===== src/rtl/push_pkg.sv =====
package push_pkg;
    localparam int BYTE_W  = 8;
    localparam int LONG_W  = 24;
    localparam int SHORT_W = 16;
    localparam int SEL_W   = 3;

    localparam logic [BYTE_W-1:0] CODE_SHORT_PFX = 8'h52;
    localparam logic [BYTE_W-1:0] CODE_LONG_PFX  = 8'h49;
    localparam logic [BYTE_W-1:0] CODE_IX_PFX    = 8'hDD;
    localparam logic [BYTE_W-1:0] CODE_IY_PFX    = 8'hFD;
    localparam logic [BYTE_W-1:0] CODE_IDX_PUSH  = 8'hE5;
    localparam logic [BYTE_W-1:0] MAIN_MASK      = 8'hCF;
    localparam logic [BYTE_W-1:0] MAIN_MATCH     = 8'hC5;

    localparam logic [SEL_W-1:0] SEL_AF = 3'd3;
    localparam logic [SEL_W-1:0] SEL_IX = 3'd4;
    localparam logic [SEL_W-1:0] SEL_IY = 3'd5;

    typedef enum logic [1:0] {ST_IDLE, ST_PFX, ST_IDX, ST_WR} state_t;
    typedef enum logic [1:0] {SZ_NONE, SZ_SHORT, SZ_LONG} size_t;
endpackage


===== src/rtl/push_decode.sv =====
module push_decode
    import push_pkg::*;
(
    input  logic [BYTE_W-1:0] code,
    output logic              pfx_short,
    output logic              pfx_long,
    output logic              pfx_index,
    output logic              is_main,
    output logic              is_index_op,
    output logic [SEL_W-1:0]  main_sel,
    output logic [SEL_W-1:0]  index_sel
);
    assign pfx_short   = (code == CODE_SHORT_PFX);
    assign pfx_long    = (code == CODE_LONG_PFX);
    assign pfx_index   = (code == CODE_IX_PFX) || (code == CODE_IY_PFX);
    assign is_main     = ((code & MAIN_MASK) == MAIN_MATCH);
    assign is_index_op = (code == CODE_IDX_PUSH);
    assign main_sel    = {1'b0, code[5:4]};
    assign index_sel   = (code == CODE_IY_PFX) ? SEL_IY : SEL_IX;
endmodule


===== src/rtl/push_sp.sv =====
module push_sp
    import push_pkg::*;
#(
    parameter logic [23:0] SPL_RESET = 24'hFFFFFF,
    parameter logic [15:0] SPS_RESET = 16'hFFFF
) (
    input  logic               clk,
    input  logic               rst_n,
    input  logic [BYTE_W-1:0]  mbase,
    input  logic               long_sel,
    input  logic [1:0]         k,
    input  logic               commit,
    output logic [LONG_W-1:0]  addr,
    output logic [LONG_W-1:0]  spl,
    output logic [SHORT_W-1:0] sps
);
    localparam logic [LONG_W-1:0]  LONG_STEP  = 24'd3;
    localparam logic [SHORT_W-1:0] SHORT_STEP = 16'd2;

    logic [SHORT_W-1:0] short_lo;

    always_ff @(posedge clk) begin
        if (!rst_n) begin
            spl <= SPL_RESET;
            sps <= SPS_RESET;
        end else if (commit) begin
            if (long_sel) spl <= spl - LONG_STEP;
            else          sps <= sps - SHORT_STEP;
        end
    end

    always_comb begin
        short_lo = sps - {14'd0, k};
        addr     = long_sel ? (spl - {22'd0, k}) : {mbase, short_lo};
    end

    // the long pointer only ever moves down by three
    a_r3_spl_step: assert property (@(posedge clk) disable iff (!rst_n)
        !$stable(spl) |-> (spl == $past(spl) - LONG_STEP));
    // the short pointer only ever moves down by two, with wrap
    a_r4_sps_step: assert property (@(posedge clk) disable iff (!rst_n)
        !$stable(sps) |-> (sps == $past(sps) - SHORT_STEP));
    // never both pointers in the same cycle
    a_r4_one_pointer: assert property (@(posedge clk) disable iff (!rst_n)
        !(!$stable(spl) && !$stable(sps)));
endmodule


===== src/rtl/push_unit.sv =====
module push_unit
    import push_pkg::*;
#(
    parameter logic [23:0] SPL_RESET = 24'hFFFFFF,
    parameter logic [15:0] SPS_RESET = 16'hFFFF
) (
    input  logic               clk,
    input  logic               rst_n,
    input  logic               adl_mode,
    input  logic [BYTE_W-1:0]  mbase,
    input  logic               byte_valid,
    input  logic [BYTE_W-1:0]  byte_in,
    output logic               byte_ready,
    output logic [SEL_W-1:0]   rf_sel,
    input  logic [LONG_W-1:0]  rf_data,
    output logic [LONG_W-1:0]  mem_addr,
    output logic [BYTE_W-1:0]  mem_wdata,
    output logic               mem_we,
    output logic               done,
    output logic [LONG_W-1:0]  spl,
    output logic [SHORT_W-1:0] sps
);
    state_t             state_q, state_d;
    size_t              size_q, size_d;
    logic [SEL_W-1:0]   sel_q, sel_d;
    logic               long_q, long_d;
    logic [1:0]         cnt_q, cnt_d;

    logic               take, last;
    logic [1:0]         shift;
    logic [LONG_W-1:0]  word;

    logic               pfx_short, pfx_long, pfx_index, is_main, is_index_op;
    logic [SEL_W-1:0]   main_sel, index_sel;

    function automatic logic want_long(input size_t sz, input logic adl);
        return (sz == SZ_LONG) || (adl && (sz != SZ_SHORT));
    endfunction

    push_decode u_dec (
        .code        (byte_in),
        .pfx_short   (pfx_short),
        .pfx_long    (pfx_long),
        .pfx_index   (pfx_index),
        .is_main     (is_main),
        .is_index_op (is_index_op),
        .main_sel    (main_sel),
        .index_sel   (index_sel)
    );

    push_sp #(.SPL_RESET(SPL_RESET), .SPS_RESET(SPS_RESET)) u_sp (
        .clk      (clk),
        .rst_n    (rst_n),
        .mbase    (mbase),
        .long_sel (long_q),
        .k        (cnt_q),
        .commit   (done),
        .addr     (mem_addr),
        .spl      (spl),
        .sps      (sps)
    );

    assign take = byte_valid && byte_ready;
    assign last = (state_q == ST_WR) && (cnt_q == (long_q ? 2'd3 : 2'd2));

    always_comb begin
        state_d = state_q;
        size_d  = size_q;
        sel_d   = sel_q;
        long_d  = long_q;
        cnt_d   = cnt_q;
        unique case (state_q)
            ST_IDLE: if (take) begin
                if (pfx_short) begin
                    state_d = ST_PFX;
                    size_d  = SZ_SHORT;
                end else if (pfx_long) begin
                    state_d = ST_PFX;
                    size_d  = SZ_LONG;
                end else if (pfx_index) begin
                    state_d = ST_IDX;
                    sel_d   = index_sel;
                end else if (is_main) begin
                    state_d = ST_WR;
                    sel_d   = main_sel;
                    long_d  = want_long(SZ_NONE, adl_mode);
                    cnt_d   = 2'd1;
                end
            end
            ST_PFX: if (take) begin
                if (pfx_index) begin
                    state_d = ST_IDX;
                    sel_d   = index_sel;
                end else if (is_main) begin
                    state_d = ST_WR;
                    sel_d   = main_sel;
                    long_d  = want_long(size_q, adl_mode);
                    cnt_d   = 2'd1;
                end else begin
                    state_d = ST_IDLE;
                    size_d  = SZ_NONE;
                end
            end
            ST_IDX: if (take) begin
                if (is_index_op) begin
                    state_d = ST_WR;
                    long_d  = want_long(size_q, adl_mode);
                    cnt_d   = 2'd1;
                end else begin
                    state_d = ST_IDLE;
                    size_d  = SZ_NONE;
                end
            end
            ST_WR: begin
                if (last) begin
                    state_d = ST_IDLE;
                    size_d  = SZ_NONE;
                end else begin
                    cnt_d = cnt_q + 2'd1;
                end
            end
            default: state_d = ST_IDLE;
        endcase
    end

    always_ff @(posedge clk) begin
        if (!rst_n) begin
            state_q <= ST_IDLE;
            size_q  <= SZ_NONE;
            sel_q   <= '0;
            long_q  <= 1'b0;
            cnt_q   <= 2'd1;
        end else begin
            state_q <= state_d;
            size_q  <= size_d;
            sel_q   <= sel_d;
            long_q  <= long_d;
            cnt_q   <= cnt_d;
        end
    end

    always_comb begin
        rf_sel     = sel_q;
        byte_ready = 1'b1;
        mem_we     = 1'b0;
        done       = 1'b0;
        word       = ((sel_q == SEL_AF) && long_q) ? {8'h00, rf_data[15:0]} : rf_data;
        shift      = (long_q ? 2'd3 : 2'd2) - cnt_q;
        unique case (shift)
            2'd0:    mem_wdata = word[7:0];
            2'd1:    mem_wdata = word[15:8];
            default: mem_wdata = word[23:16];
        endcase
        unique case (state_q)
            ST_WR: begin
                byte_ready = 1'b0;
                mem_we     = 1'b1;
                done       = last;
            end
            default: ;
        endcase
    end

    // no byte is fetched while a write is under way
    a_r8_no_fetch_in_write: assert property (@(posedge clk) disable iff (!rst_n)
        mem_we |-> !byte_ready);
    // done only accompanies a write
    a_r10_done_with_write: assert property (@(posedge clk) disable iff (!rst_n)
        done |-> mem_we);
    // done is a single-cycle pulse
    a_r10_done_single: assert property (@(posedge clk) disable iff (!rst_n)
        done |=> !done);
    // back-to-back writes of one push step down by one address
    a_r3_addr_desc: assert property (@(posedge clk) disable iff (!rst_n)
        (mem_we && $past(mem_we) && !$past(done)) |->
        (mem_addr[15:0] == $past(mem_addr[15:0]) - 16'd1));
endmodule


===== config.mk =====
export PLATFORM = sky130hd
export DESIGN_NAME = push_unit
export DESIGN_NICKNAME = d
export VERILOG_FILES = /design/src/rtl/push_pkg.sv /design/src/rtl/push_decode.sv /design/src/rtl/push_sp.sv /design/src/rtl/push_unit.sv
export SDC_FILE = /design/constraint.sdc
export NUM_CORES = 1
export LEC_CHECK = 0
export ABC_AREA = 0
export BUFFER_PORTS_ARGS = -buffer_cell sky130_fd_sc_hd__buf_2
export CAP_MARGIN = 20
export CORE_ASPECT_RATIO = 0.8
export CORE_MARGIN = 2
export CORE_UTILIZATION = 47
export DETAILED_ROUTE_END_ITERATION = 7
export GPL_ROUTABILITY_DRIVEN = 0
export PLACE_DENSITY_LB_ADDON = 0.12
export SKIP_LAST_GASP = 1
export SYNTH_ARGS = -nofsm -noshare
export SYNTH_HDL_FRONTEND = slang
export SYNTH_SLANG_ARGS = --single-unit

===== constraint.sdc =====
create_clock -name clk -period 8.2 [get_ports clk]
set_clock_uncertainty 0.1 [all_clocks]
set_input_delay 2.46 -clock clk [delete_from_list [all_inputs] [get_ports clk]]
set_output_delay 2.46 -clock clk [all_outputs]
set_load 0.01 [all_outputs]

* Yosys cells after proc, flatten, opt, wreduce, memory -nomap -nowiden
Cells that the tools add are included.
** Word-level totals
- Output and inout port bits :: 78
- Bits in registers :: 50
- Logic and storage cells :: 118
** Operators by class
- Add/sub/neg operators :: 6
- Equality and inequality tests :: 30
- Reduce and logical (&&, ||, !) cells :: 17
- Mux-type cells :: 57
- Bitwise logic cells :: 1
** Operators by type and width (count)
- 2-to-1 mux 2 bit :: 28
- 2-to-1 mux 24 bit :: 2
- != test 2 bit, second input constant :: 14
- == test 8 bit, second input constant :: 3
- one-hot mux 2 bit (4 select lines) :: 3
- subtractor 24 x 2 -> 24 bit :: 1
- subtractor 24 x 2 -> 24 bit, second input constant :: 1
- 2-to-1 mux 3 bit :: 6
- == test 8 x 7 -> 1 bit, second input constant :: 2
- one-hot mux 8 bit (2 select lines) :: 1
- subtractor 16 x 2 -> 16 bit :: 1
- subtractor 16 x 2 -> 16 bit, second input constant :: 1
- 2-to-1 mux 1 bit :: 15
- AND reduction 11 bit :: 1
- AND reduction 5 bit :: 2
- AND reduction 8 bit :: 1
- AND reduction 7 bit :: 1
- == test 2 bit, second input constant :: 3
- == test 6 bit, second input constant :: 1
- one-hot mux 3 bit (2 select lines) :: 1
- != test 5 bit, second input constant :: 1
- == test 2 x 1 -> 1 bit, second input constant :: 2
- logical AND 1 bit :: 4
- zero test 2 bit :: 2
- 12 further kinds :: 14

* Logic depth before layout (Yosys ltp)
Gate-level depths: netlist of run 1.
- Word-level depth :: 7
- Mapped depth :: 11

* By module
Synthesis of run 1 repeated with hierarchy kept, for this count alone.
** Second synthesis, totals
- Cells, all modules :: 474
- Area total of the unflattened synthesis :: 3733.6 sq um
** Modules (own cells, without submodules)
- push_sp :: instances 1, area an instance 2680.1 sq um, sequential area each 780.7 sq um, cells an instance 343
- push_unit :: instances 1, area an instance 927.1 sq um, sequential area each 200.2 sq um, cells an instance 110
- push_decode :: instances 1, area an instance 126.4 sq um, sequential area each 0.0 sq um, cells an instance 21

* Worst setup path before layout of run 1
OpenSTA, ideal clock, no wires.
- Path kind :: input to output
- Start point :: input rf_data[0]
- End point :: output mem_wdata[0]
- Setup slack :: 2.852 ns
- Data required time :: 5.640 ns
- Arrival time :: 2.788 ns
- Stages on the path :: 2
- Buffers on the path :: 0
- Cells stage by stage :: mux2i_1 > o21ai_0
** Between the ends
- Word-level cells in the longest chain between the ends :: 2
** Ends and longest elaborated chain
- start, declared :: RTL line push_unit.sv:15 : input logic [LONG_W-1:0] rf_data,
- 2-to-1 mux 24 bit :: RTL line push_unit.sv:147 : word = ((sel_q == SEL_AF) && long_q) ? {8'h00, rf_data[15:0]} : rf_data;
- one-hot mux 8 bit (2 select lines) :: RTL line push_unit.sv:149 : unique case (shift)
- end, declared :: RTL line push_unit.sv:17 : output logic [BYTE_W-1:0] mem_wdata,
No other way between the ends.

* Worst setup path after layout of run 1
- Start point :: input rf_data[3]
- End point :: output mem_wdata[3]
Same word-level chain as after synthesis.

==> results of run 1 <==
## metal layers
layer / wire length [microns] / vias to the layer above / track usage, %
met3: 400 / 2 / 2.86
met2: 4230 / 78 / 35.5
met1: 4970 / 1670 / 34.8
li1: - / 1864 / -
met5: 0 / - / 0
met4: 36 / 0 / 3.47
## final cells by class
cell class | count | area (sq um) | share of cell area [%]
Clock buffer | 5 | 68.8 | 1.56
Clock inverter | 3 | 46.3 | 1.05
Inverter | 16 | 60.1 | 1.36
Multi-Input combinational cell | 381 | 2520 | 57.0
Sequential cell | 49 | 981 | 22.2
Tap cell | 105 | 131 | 2.98
Timing Repair Buffer | 121 | 608 | 13.8
## sequential cells by signal (all words and copies together), names as in the netlist
signal    count
u_sp.spl     24
long_q        1
rf_sel        3
cnt_q         2
state_q       2
size_q        2
u_sp.sps     15
## tightest hold or removal path, cell delays in order (launching register included)
cell and delay (ns):
sky130_fd_sc_hd__dfxtp_1 0.32, sky130_fd_sc_hd__nand2_1 0.05, sky130_fd_sc_hd__mux2i_1 0.05
## power by group
part / switching (mW) / internal (mW) / leakage [nW] / total, mW
Combinational: 0.0302 / 0.0233 / 1.15 / 0.0535
Sequential: 0.000678 / 0.239 / 0.396 / 0.239
Clock: 0.0843 / 0.0914 / 0.0543 / 0.176
Total: 0.115 / 0.353 / 1.60 / 0.469
## metrics by stage
stage | instance area, sq um | worst slack (ns)
after floorplan | 3690 | 2.85
after global placement | 4300 | 2.72
after detailed placement | 4300 | 2.70
after CTS | 4410 | 2.70
after global routing | 4410 | 2.61
final | 4410 | 2.70
## cell families after synthesis
kind of cell | after synthesis | synth area share, %
and+or+nand+nor | 219 | 32.2
DFF | 49 | 26.6
buffers and inverters | 45 | 5.12
adders and majority gates | 13 | 4.61
xor gates and xnor gates | 63 | 15.0
muxes | 20 | 5.53
other | 1 | 0.102
AOI/OAI and AO/OA | 65 | 10.9
## path summary, 6_finish.rpt
kind              slack (ns)      endpoint  cells after the start  startpoint
setup reg to reg        5.29  u_sp.spl[23]                      7      long_q
hold / removal          0.37     size_q[0]                      2   size_q[0]
setup / recovery        2.70  mem_wdata[3]                      4  rf_data[3]
hold reg to reg         0.37     size_q[0]                      2   size_q[0]
## cell usage in the layout, fill, tap and decap left out, types with 6 or more instances in the layout
| cell | n |
|---|---|
| sky130_fd_sc_hd__xor2_1 | 21 |
| sky130_fd_sc_hd__a21oi_1 | 20 |
| sky130_fd_sc_hd__buf_2 | 120 |
| sky130_fd_sc_hd__dfxtp_1 | 49 |
| sky130_fd_sc_hd__nor2_1 | 39 |
| sky130_fd_sc_hd__or3_1 | 9 |
| sky130_fd_sc_hd__nor4_1 | 16 |
| sky130_fd_sc_hd__xnor2_1 | 42 |
| sky130_fd_sc_hd__or4_1 | 6 |
| sky130_fd_sc_hd__mux2i_1 | 17 |
| sky130_fd_sc_hd__inv_1 | 16 |
| sky130_fd_sc_hd__nand2_1 | 64 |
| sky130_fd_sc_hd__nand3_1 | 22 |
| sky130_fd_sc_hd__o21ai_0 | 23 |
| sky130_fd_sc_hd__nor3_1 | 21 |
| sky130_fd_sc_hd__ha_1 | 12 |
==> out/metrics.cfg, run 1 <==
[status]
result_of_the_run=finished clean

[die]
die_height_microns=83.2
dieWidth_microns=103
initial_core_util_pct=49.2
core_sq_um=7500
top_level_ports=122
num_rows=28
die_area_sq_um=8570

[logic_synthesis]
top_cells_by_instance_count_after_synthesis=sky130_fd_sc_hd__nand2_1 (64), sky130_fd_sc_hd__dfxtp_1 (49), sky130_fd_sc_hd__xnor2_1 (42)
ff_latch_count_synth=49
fraction_of_the_yosys_area_taken_by_sequential_cells_pct=26.6
synth-edff-count=0
postSynthNetCount=532
syn_area_per_cell_sq_um=7.76
post_synthesis_cell_count=475
synth.largest_area_cell=sky130_fd_sc_hd__dfxtp_1
synthFlopType=sky130_fd_sc_hd__dfxtp_1
synth_cell_type_count=61
netlist_top_cells_area=sky130_fd_sc_hd__dfxtp_1 (27%), sky130_fd_sc_hd__xnor2_1 (10%), sky130_fd_sc_hd__nand2_1 (6.5%)
synthArstFlopShare_pct=0
synth_top_cell_area_share_pct=26.6
syn_area_sq_um=3690
synthMostInstantiatedCell=sky130_fd_sc_hd__nand2_1
synth_warnings=0

[routing]
vias_per_cell=5.31
finalWirelength_microns=9640
drt_first_iter_violations=166
drt-pass1-iter-count=4
antenna_left=0
detail_route.drc_violations=0
vias=3614
wire_per_inst_microns=14.2

[worst_setup_path]
critPathRequiredTime_ns=5.64
cp.arrival_ns=2.94
critical_path.n_buffers_inverters=2
category_of_the_most_critical_setup_path=input port to primary output
crit_path_max_fanout=1
max_stage_delay_ns=0.17
critPathTopFamily=buffers and inverters
timing.critical_path.cells=buf_2 > mux2i_1 > o21ai_0 > buf_2
crit_start_category=input port
critical-path-top-cell-by-count=sky130_fd_sc_hd__buf_2
end_kind=primary output
critPathSlowestCell=sky130_fd_sc_hd__buf_2

[min_path]
worstHoldPathType=flop to flop

[cells_and_area]
relative_area_change_from_synthesis_to_final_layout_pct=19.7
antennaDiodeCount=0
final_core_utilization_pct=58.9
post_route_cells_drive_above_1_share_pct=26.3
layout.nets=631
post_layout_nonfiller_instances=680
fillCellCount=753

[global_routing]
grt_start_max_net_pins=49
grt_usage_pct=23.1
number_of_global_route_vias_before_repair=3296
grt_overflow=0
grt_pass1_wl_microns=16300
antenna_found_initial=0

[cts]
cts_tree=built
clkSlewWorstSetupHoldPaths_ns=0.09
clkLatencyLatePin_ns=0.30
postCtsSetupBuffers=0
clk_path_buf_depth=2
cts-buffers-inserted=5
postCtsHoldBufs=0
cts_sinks=49
cts-root-buf=sky130_fd_sc_hd__clkbuf_8
cts_h_tree_depth=2
post_cts_resize_count=0

[pwr]
finalPower_mw=0.469
ir_drop_mv=0.0651
power.density_nw_per_um2=106
total_leakage_power_nw=1.60

[flow_run]
max-cap-violations=0

[sta]
maxClockFrequency_ghz=0.182
worstMarginPinSlew_ns=0.841
timing_hold_violations_final=0
post-route-min-period_ns=5.50
timing.final.crit_share_pct=67.1
finalHoldWorstSlack_ns=0.370
setup_viol_count_final=0
setup_tns_ns=0
grt_setup_unrepaired=no
slew-limit-headroom_pct=44.0
slew_violations=0

[place]
number_of_cells_in_the_design_after_placement=672
hpwl_microns=7390
placement.io_buffers=120

Note: power is estimated with default switching activity, not from simulation.
==> run 2, diff against run 1 <==
==> constraint.sdc (replaced) <==
create_clock -name clk -period 4.42 [get_ports clk]
set_clock_uncertainty 0.1 [all_clocks]
set_input_delay 1.326 -clock clk [delete_from_list [all_inputs] [get_ports clk]]
set_output_delay 1.326 -clock clk [all_outputs]
set_load 0.01 [all_outputs]
==> run 2 against run 1 <==
Compared with the run above:
- combinational power is 89% higher
- cell area hardly changed
- via count is 2.8% higher
- count of clock-buffer cells in the layout stayed put
- final cell count is 0.44% higher
- sequential share of layout area hardly changed
- first-iteration DRC count is 17% higher
- total power is 75% higher
- largest power group unchanged
==> out/metrics.cfg, run 2 (synthesis gave the netlist of run 1 again) <==
[status]
result_of_the_run=finished clean

[cts]
clkSlewWorstSetupHoldPaths_ns=0.10  ; about the same
clkLatencyLatePin_ns=0.30  ; about the same
cts-root-buf=sky130_fd_sc_hd__clkbuf_8
clk_path_buf_depth=2  ; unchanged
post_cts_resize_count=0  ; unchanged
cts_h_tree_depth=2  ; unchanged
cts_tree=built
cts_sinks=49  ; unchanged
cts-buffers-inserted=5  ; unchanged
postCtsSetupBuffers=0  ; unchanged
postCtsHoldBufs=0  ; unchanged

[sta]
post-route-worst-setup-slack_ns=0.285  ; -2.41 ns
timing_hold_violations_final=0  ; unchanged
maxClockFrequency_ghz=0.242
finalHoldWorstSlack_ns=0.370  ; +0.000364 ns
post-route-min-period_ns=4.14
timing.final.crit_share_pct=93.6
slew-limit-headroom_pct=56.6  ; +13 points
setup_tns_ns=0  ; unchanged
slew_violations=0  ; unchanged
setup_viol_count_final=0  ; unchanged
worstMarginPinSlew_ns=0.644  ; -0.196 ns
grt_setup_unrepaired=no

[cells_and_area]
post_route_cells_drive_above_1_share_pct=26.8  ; +0.56 points
post_layout_nonfiller_instances=683  ; +0.44%
antennaDiodeCount=0  ; unchanged
most-common-layout-cells=sky130_fd_sc_hd__buf_2 (120), sky130_fd_sc_hd__nand2_1 (64), sky130_fd_sc_hd__dfxtp_1 (49)
max_flop_register=u_sp.spl
fillCellCount=739  ; -1.9%
largest_reg_flops=24  ; unchanged
layout.nets=634  ; +0.48%
layout.cells.most_common=sky130_fd_sc_hd__buf_2
relative_area_change_from_synthesis_to_final_layout_pct=19.7  ; about the same

[global_routing]
number_of_global_route_vias_before_repair=3377  ; +2.5%
grt_pass1_wl_microns=16800  ; +2.7%
grt_start_max_net_pins=37  ; -24%
grt_overflow=0  ; unchanged
antenna_found_initial=0  ; unchanged
grt_usage_pct=23.8  ; +0.72 points

[routing]
vias=3714  ; +2.8%
wire_per_inst_microns=14.8  ; +4.2%
antenna_left=0  ; unchanged
drt_first_iter_violations=194  ; +17%
vias_per_cell=5.44  ; +2.3%
finalWirelength_microns=10100  ; +4.6%
detail_route.drc_violations=0  ; unchanged
drt-pass1-iter-count=4  ; unchanged

[place]
dpl_worst_slack_ns=0.527  ; -2.17 ns
hpwl_microns=7700  ; +4.3%
placement.io_buffers=120  ; unchanged
number_of_cells_in_the_design_after_placement=675  ; +0.45%

[worst_setup_path]
regToRegStartpoint=long_q
max_stage_delay_ns=0.69  ; +0.52 ns
timing.critical_path.cells=ha_1 > ha_1 > or4b_2 > nor4_1 > xor2_1 > nor2_1 > a21oi_1 > buf_2
cp.arrival_ns=2.71  ; -0.23 ns
timing.reg2reg.setup_slack_ns=1.56  ; -3.73 ns
crit_start_category=flop
end_kind=primary output
critPathRequiredTime_ns=2.99  ; -2.65 ns
critPathTopFamily=simple AND/OR/NAND/NOR gates
category_of_the_most_critical_setup_path=flop to primary output
critical_path.n_buffers_inverters=1  ; -1
reg2regPathDepth=7  ; unchanged
crit_path_max_fanout=7  ; +6
critical-path-top-cell-by-count=sky130_fd_sc_hd__ha_1
critPathSlowestCell=sky130_fd_sc_hd__or4b_2
rr_endpoint=u_sp.spl[9]

[pwr]
combinationalPowerShare_pct=12.3  ; +0.9 points
ir_drop_mv=0.136  ; +110%
total_switching_power_mw=0.222  ; +93%
power_switching_share_pct=27.1  ; +2.5 points
power.density_nw_per_um2=186  ; +75%
finalPower_mw=0.820  ; +75%
total_leakage_power_nw=1.59  ; -0.20%
power_frac_clock_pct=33.6  ; -3.9 points
power_report.internal_total_mw=0.598  ; +69%
seq_power_share_pct=54.1  ; +3.0 points

[min_path]
worstHoldPathType=flop to flop
hold_end=size_q[0]
startpoint_of_the_lowest_slack_hold_path=size_q[0]
worstHoldPathCells=2  ; unchanged

[die]
die_area_sq_um=8570  ; unchanged
num_rows=28  ; unchanged
die_height_microns=83.2  ; unchanged
top_level_ports=122  ; unchanged
initial_core_util_pct=49.2  ; unchanged
core_sq_um=7500  ; unchanged
dieWidth_microns=103  ; unchanged

[flow_run]
max-cap-violations=0  ; unchanged

-- run 2: changes by cell type in the layout (fill, tap and decap cells not counted) --
cell	before	now
sky130_fd_sc_hd__bufinv_16	1	0
sky130_fd_sc_hd__buf_4	1	4
sky130_fd_sc_hd__or4b_1	1	0
sky130_fd_sc_hd__or4b_4	1	2
sky130_fd_sc_hd__clkinvlp_4	1	3
sky130_fd_sc_hd__clkinv_4	1	0
-- run 2: worst max path at each step --
stage                            from      endpoint  slack [ns]  depth (start not counted)
after floorplan           u_sp.spl[0]  mem_addr[20]        0.75                          9
after global placement       cnt_q[0]  mem_addr[20]        0.59                          8
after detailed placement  u_sp.spl[0]  mem_addr[20]        0.53                          9
after CTS                 u_sp.spl[0]  mem_addr[20]        0.17                          9
after global routing         cnt_q[1]   mem_addr[9]        0.05                          8
final                        cnt_q[1]   mem_addr[9]        0.28                          8
-- run 2: worst reg2reg max path, stage by stage, from the launching register on --
cell and delay, ns:
sky130_fd_sc_hd__dfxtp_1 0.34, sky130_fd_sc_hd__inv_1 0.19, sky130_fd_sc_hd__ha_1 0.69, sky130_fd_sc_hd__nand4_1 0.37, sky130_fd_sc_hd__a211o_1 0.42, sky130_fd_sc_hd__nor4b_1 0.43
sky130_fd_sc_hd__xnor2_1 0.17, sky130_fd_sc_hd__nand2_1 0.06
-- run 2: layer usage --
layer	GRT usage, %	wire length [microns]	up-vias
li1	-	-	1879
met1	36.6	5040	1732
met2	35.6	4490	99
met3	2.86	493	4
met4	4.19	65	0
met5	0	0	-
-- run 2: through the flow --
| step | utilization, % | instance area, sq um |
|---|---|---|
| after global routing | 58.9 | 4420 |
| after detailed placement | 57.6 | 4320 |
| after global placement | 57.6 | 4320 |
| after floorplan | - | 3690 |
| final | 58.9 | 4420 |
| after CTS | 58.8 | 4410 |
-- run 2: area by class of cell --
cell class	instances	area, sq um	area share (%)
flip-flops and latches	49	981	22.2
inverters	16	60.1	1.36
clock buffers	5	68.8	1.56
repair buffers	124	631	14.3
well taps	105	131	2.98
multi-input cells	381	2520	57.1
clock inverters	3	22.5	0.510
-- run 2: power by group through the flow --
stage               registers [mW]  clock network [mW]  logic (mW)
floorplan                    0.454                   0      0.0568
global placement             0.454                   0      0.0992
detailed placement           0.454                   0       0.101
CTS                          0.444               0.284       0.101
global route                 0.444               0.301       0.112
finish                       0.444               0.275       0.101
==> run 3, diff against run 2 <==
--- a/config.mk
+++ b/config.mk
@@ -8,11 +8,14 @@
 export ABC_AREA = 0
 export BUFFER_PORTS_ARGS = -buffer_cell sky130_fd_sc_hd__buf_2
 export CAP_MARGIN = 20
+export CELL_PAD_IN_SITES_DETAIL_PLACEMENT = 0
+export CELL_PAD_IN_SITES_GLOBAL_PLACEMENT = 1
 export CORE_ASPECT_RATIO = 0.8
 export CORE_MARGIN = 2
-export CORE_UTILIZATION = 47
+export CORE_UTILIZATION = 33
 export DETAILED_ROUTE_END_ITERATION = 7
 export GPL_ROUTABILITY_DRIVEN = 0
+export HOLD_SLACK_MARGIN = 0.06
 export PLACE_DENSITY_LB_ADDON = 0.12
 export SKIP_LAST_GASP = 1
 export SYNTH_ARGS = -nofsm -noshare
==> run 3 against run 2 <==
Compared with the run above:
- first-iteration DRC count is 21% higher
- flip-flop and latch count stayed put
- register-to-register slack about the same
- largest power group unchanged
- global-route usage decreased by 5.3 points
- fmax up 0.10%
- count of clock-buffer cells in the layout up 2
- non-clock buffer count increased by 2
- sequential share of layout area fell by 0.55 points
- worst setup slack better by 0.0043 ns
- die area grew 40%
- via count did not move
- critical path depth stayed put
==> out/metrics.cfg, run 3 (synthesis gave the netlist of run 1 again) <==
[pwr]
total_leakage_power_nw=1.63  ; +2.3%
finalPower_mw=0.929  ; +13%
power.density_nw_per_um2=205  ; +10%
ir_drop_mv=0.122  ; -10%

[routing]
drt_first_iter_violations=234  ; +21%
finalWirelength_microns=10900  ; +8.2%
vias=3714  ; unchanged
drt-pass1-iter-count=4  ; unchanged
detail_route.drc_violations=0  ; unchanged
vias_per_cell=5.13  ; -5.7%
antenna_left=0  ; unchanged
wire_per_inst_microns=15.1  ; +2.1%

[cells_and_area]
largest_reg_flops=24  ; unchanged
max_flop_register=u_sp.spl
layout.nets=636  ; +0.32%
relative_area_change_from_synthesis_to_final_layout_pct=22.8
layout.cells.most_common=sky130_fd_sc_hd__buf_2
post_route_cells_drive_above_1_share_pct=26.7  ; -0.092 points
fillCellCount=1204  ; +63%
finalInstanceArea_sq_um=4530  ; +2.6%
most-common-layout-cells=sky130_fd_sc_hd__buf_2 (120), sky130_fd_sc_hd__nand2_1 (64), sky130_fd_sc_hd__dfxtp_1 (49)
antennaDiodeCount=0  ; unchanged

[sta]
setup_tns_ns=0  ; unchanged
post-route-min-period_ns=4.13  ; -0.00431 ns
setup_viol_count_final=0  ; unchanged
grt_setup_unrepaired=no
finalHoldWorstSlack_ns=0.364  ; -0.00587 ns
slew_violations=0  ; unchanged
worstMarginPinSlew_ns=0.644  ; -0.000124 ns
slew-limit-headroom_pct=56.7  ; about the same
timing_hold_violations_final=0  ; unchanged
maxClockFrequency_ghz=0.242  ; +0.10%
timing.final.crit_share_pct=93.5  ; -0.098 points

[die]
top_level_ports=122  ; unchanged
die_area_sq_um=12000  ; +40%
die_height_microns=98.5  ; +18%
core_sq_um=10900  ; +45%
initial_core_util_pct=33.9  ; -15 points
num_rows=34  ; +21%
dieWidth_microns=122  ; +19%

[cts]
cts_h_tree_depth=2  ; unchanged
clkLatencyLatePin_ns=0.29  ; about the same
cts_tree=built
cts-root-buf=sky130_fd_sc_hd__clkbuf_16
cts_sinks=49  ; unchanged
clkSlewWorstSetupHoldPaths_ns=0.06  ; -0.04 ns
cts-buffers-inserted=5  ; unchanged
clk_path_buf_depth=2  ; unchanged
postCtsHoldBufs=0  ; unchanged

[worst_setup_path]
critical-path-top-cell-by-count=sky130_fd_sc_hd__ha_1
crit_path_max_fanout=7  ; unchanged
cp.arrival_ns=2.71  ; about the same
crit_start_category=flop
critPathSlowestCell=sky130_fd_sc_hd__or4b_2
max_stage_delay_ns=0.69  ; about the same
category_of_the_most_critical_setup_path=flop to primary output
cp-startpoint=cnt_q[1]
end_kind=primary output
regToRegStartpoint=long_q
critPathRequiredTime_ns=2.99  ; about the same
timing.critical_path.cells=ha_1 > ha_1 > or4b_2 > nor4_1 > xor2_1 > nor2_1 > a21oi_1 > buf_2

[place]
placement.io_buffers=120  ; unchanged
placedInstanceArea_sq_um=4380  ; +1.5%
hpwl_microns=8390  ; +8.9%

[global_routing]
grt_overflow=0  ; unchanged
number_of_global_route_vias_before_repair=3400  ; +0.68%
grt_pass1_wl_microns=17800  ; +6.0%
grt_start_max_net_pins=49  ; +32%
grt_usage_pct=18.5  ; -5.3 points
antenna_found_initial=0  ; unchanged

[min_path]
worstHoldPathType=flop to flop
startpoint_of_the_lowest_slack_hold_path=size_q[0]

[flow_run]
max-cap-violations=0  ; unchanged

[status]
result_of_the_run=finished clean

==> run 3: cell count changes in the layout (fill, tap and decap cells not counted), sizes merged <==
cell / delta
buf: +2
clkinvlp: -2
clkbuf: +2
==> run 3: through the flow <==
stage	worst slack, ns	util, %	cells
2_1_floorplan	0.751	-	475
3_3_place_gp	0.559	40.3	716
3_5_place_dp	0.498	40.3	716
4_1_cts	0.180	41.5	724
5_1_grt	0.0976	41.6	724
6_report	0.289	41.6	724
==> run 3: repair_timing <==
item,in CTS,in global routing
buffers inserted,0,0
setup endpoints to repair,0,2
gates resized for setup,0,1
==> run 3: worst paths after layout <==
path                            slack [ns]           end  cells after the start
worst min-delay path                  0.36     size_q[0]                      2
worst max-delay path                  0.29   mem_addr[9]                      8
worst min register to register        0.36     size_q[0]                      2
worst max register to register        1.57  u_sp.spl[20]                      7
==> run 3: cell type report <==
cell class	instances	area (sq um)	share of cell area [%]
tap	144	180	3.98
sequential	49	981	21.7
inverter	16	60.1	1.33
clock buffer	7	133	2.93
timing repair buffer	126	646	14.3
multi-input combinational	381	2520	55.7
clock inverter	1	7.51	0.166
==> run 3: power breakdown <==
| group | leakage, nW | switching [mW] | internal [mW] | total [mW] |
|---|---|---|---|---|
| Sequential | 0.396 | 0.00128 | 0.443 | 0.444 |
| Clock | 0.0641 | 0.172 | 0.211 | 0.383 |
| Combinational | 1.17 | 0.0578 | 0.0439 | 0.102 |
| Total | 1.63 | 0.231 | 0.698 | 0.929 |
==> run 3: per-layer routing <==
| metal | global-route usage [%] | vias to the layer above | share of wire [%] |
|---|---|---|---|
| li1 | - | 1876 | - |
| met1 | 28.1 | 1739 | 52 |
| met2 | 27.6 | 92 | 43 |
| met3 | 2.95 | 7 | 4.8 |
| met4 | 3.45 | 0 | 0.60 |
| met5 | 0 | - | 0 |
==> run 3: worst max-delay path: cells and delay by family, from the launching register on <==
| family | cells | cell delay (ns) |
|---|---|---|
| compound gates | 1 | 0.12 |
| xor+xnor | 1 | 0.20 |
| buf+inv | 1 | 0.14 |
| flops | 1 | 0.48 |
| fa+ha+maj | 2 | 0.46 |
| simple gates | 3 | 1.01 |
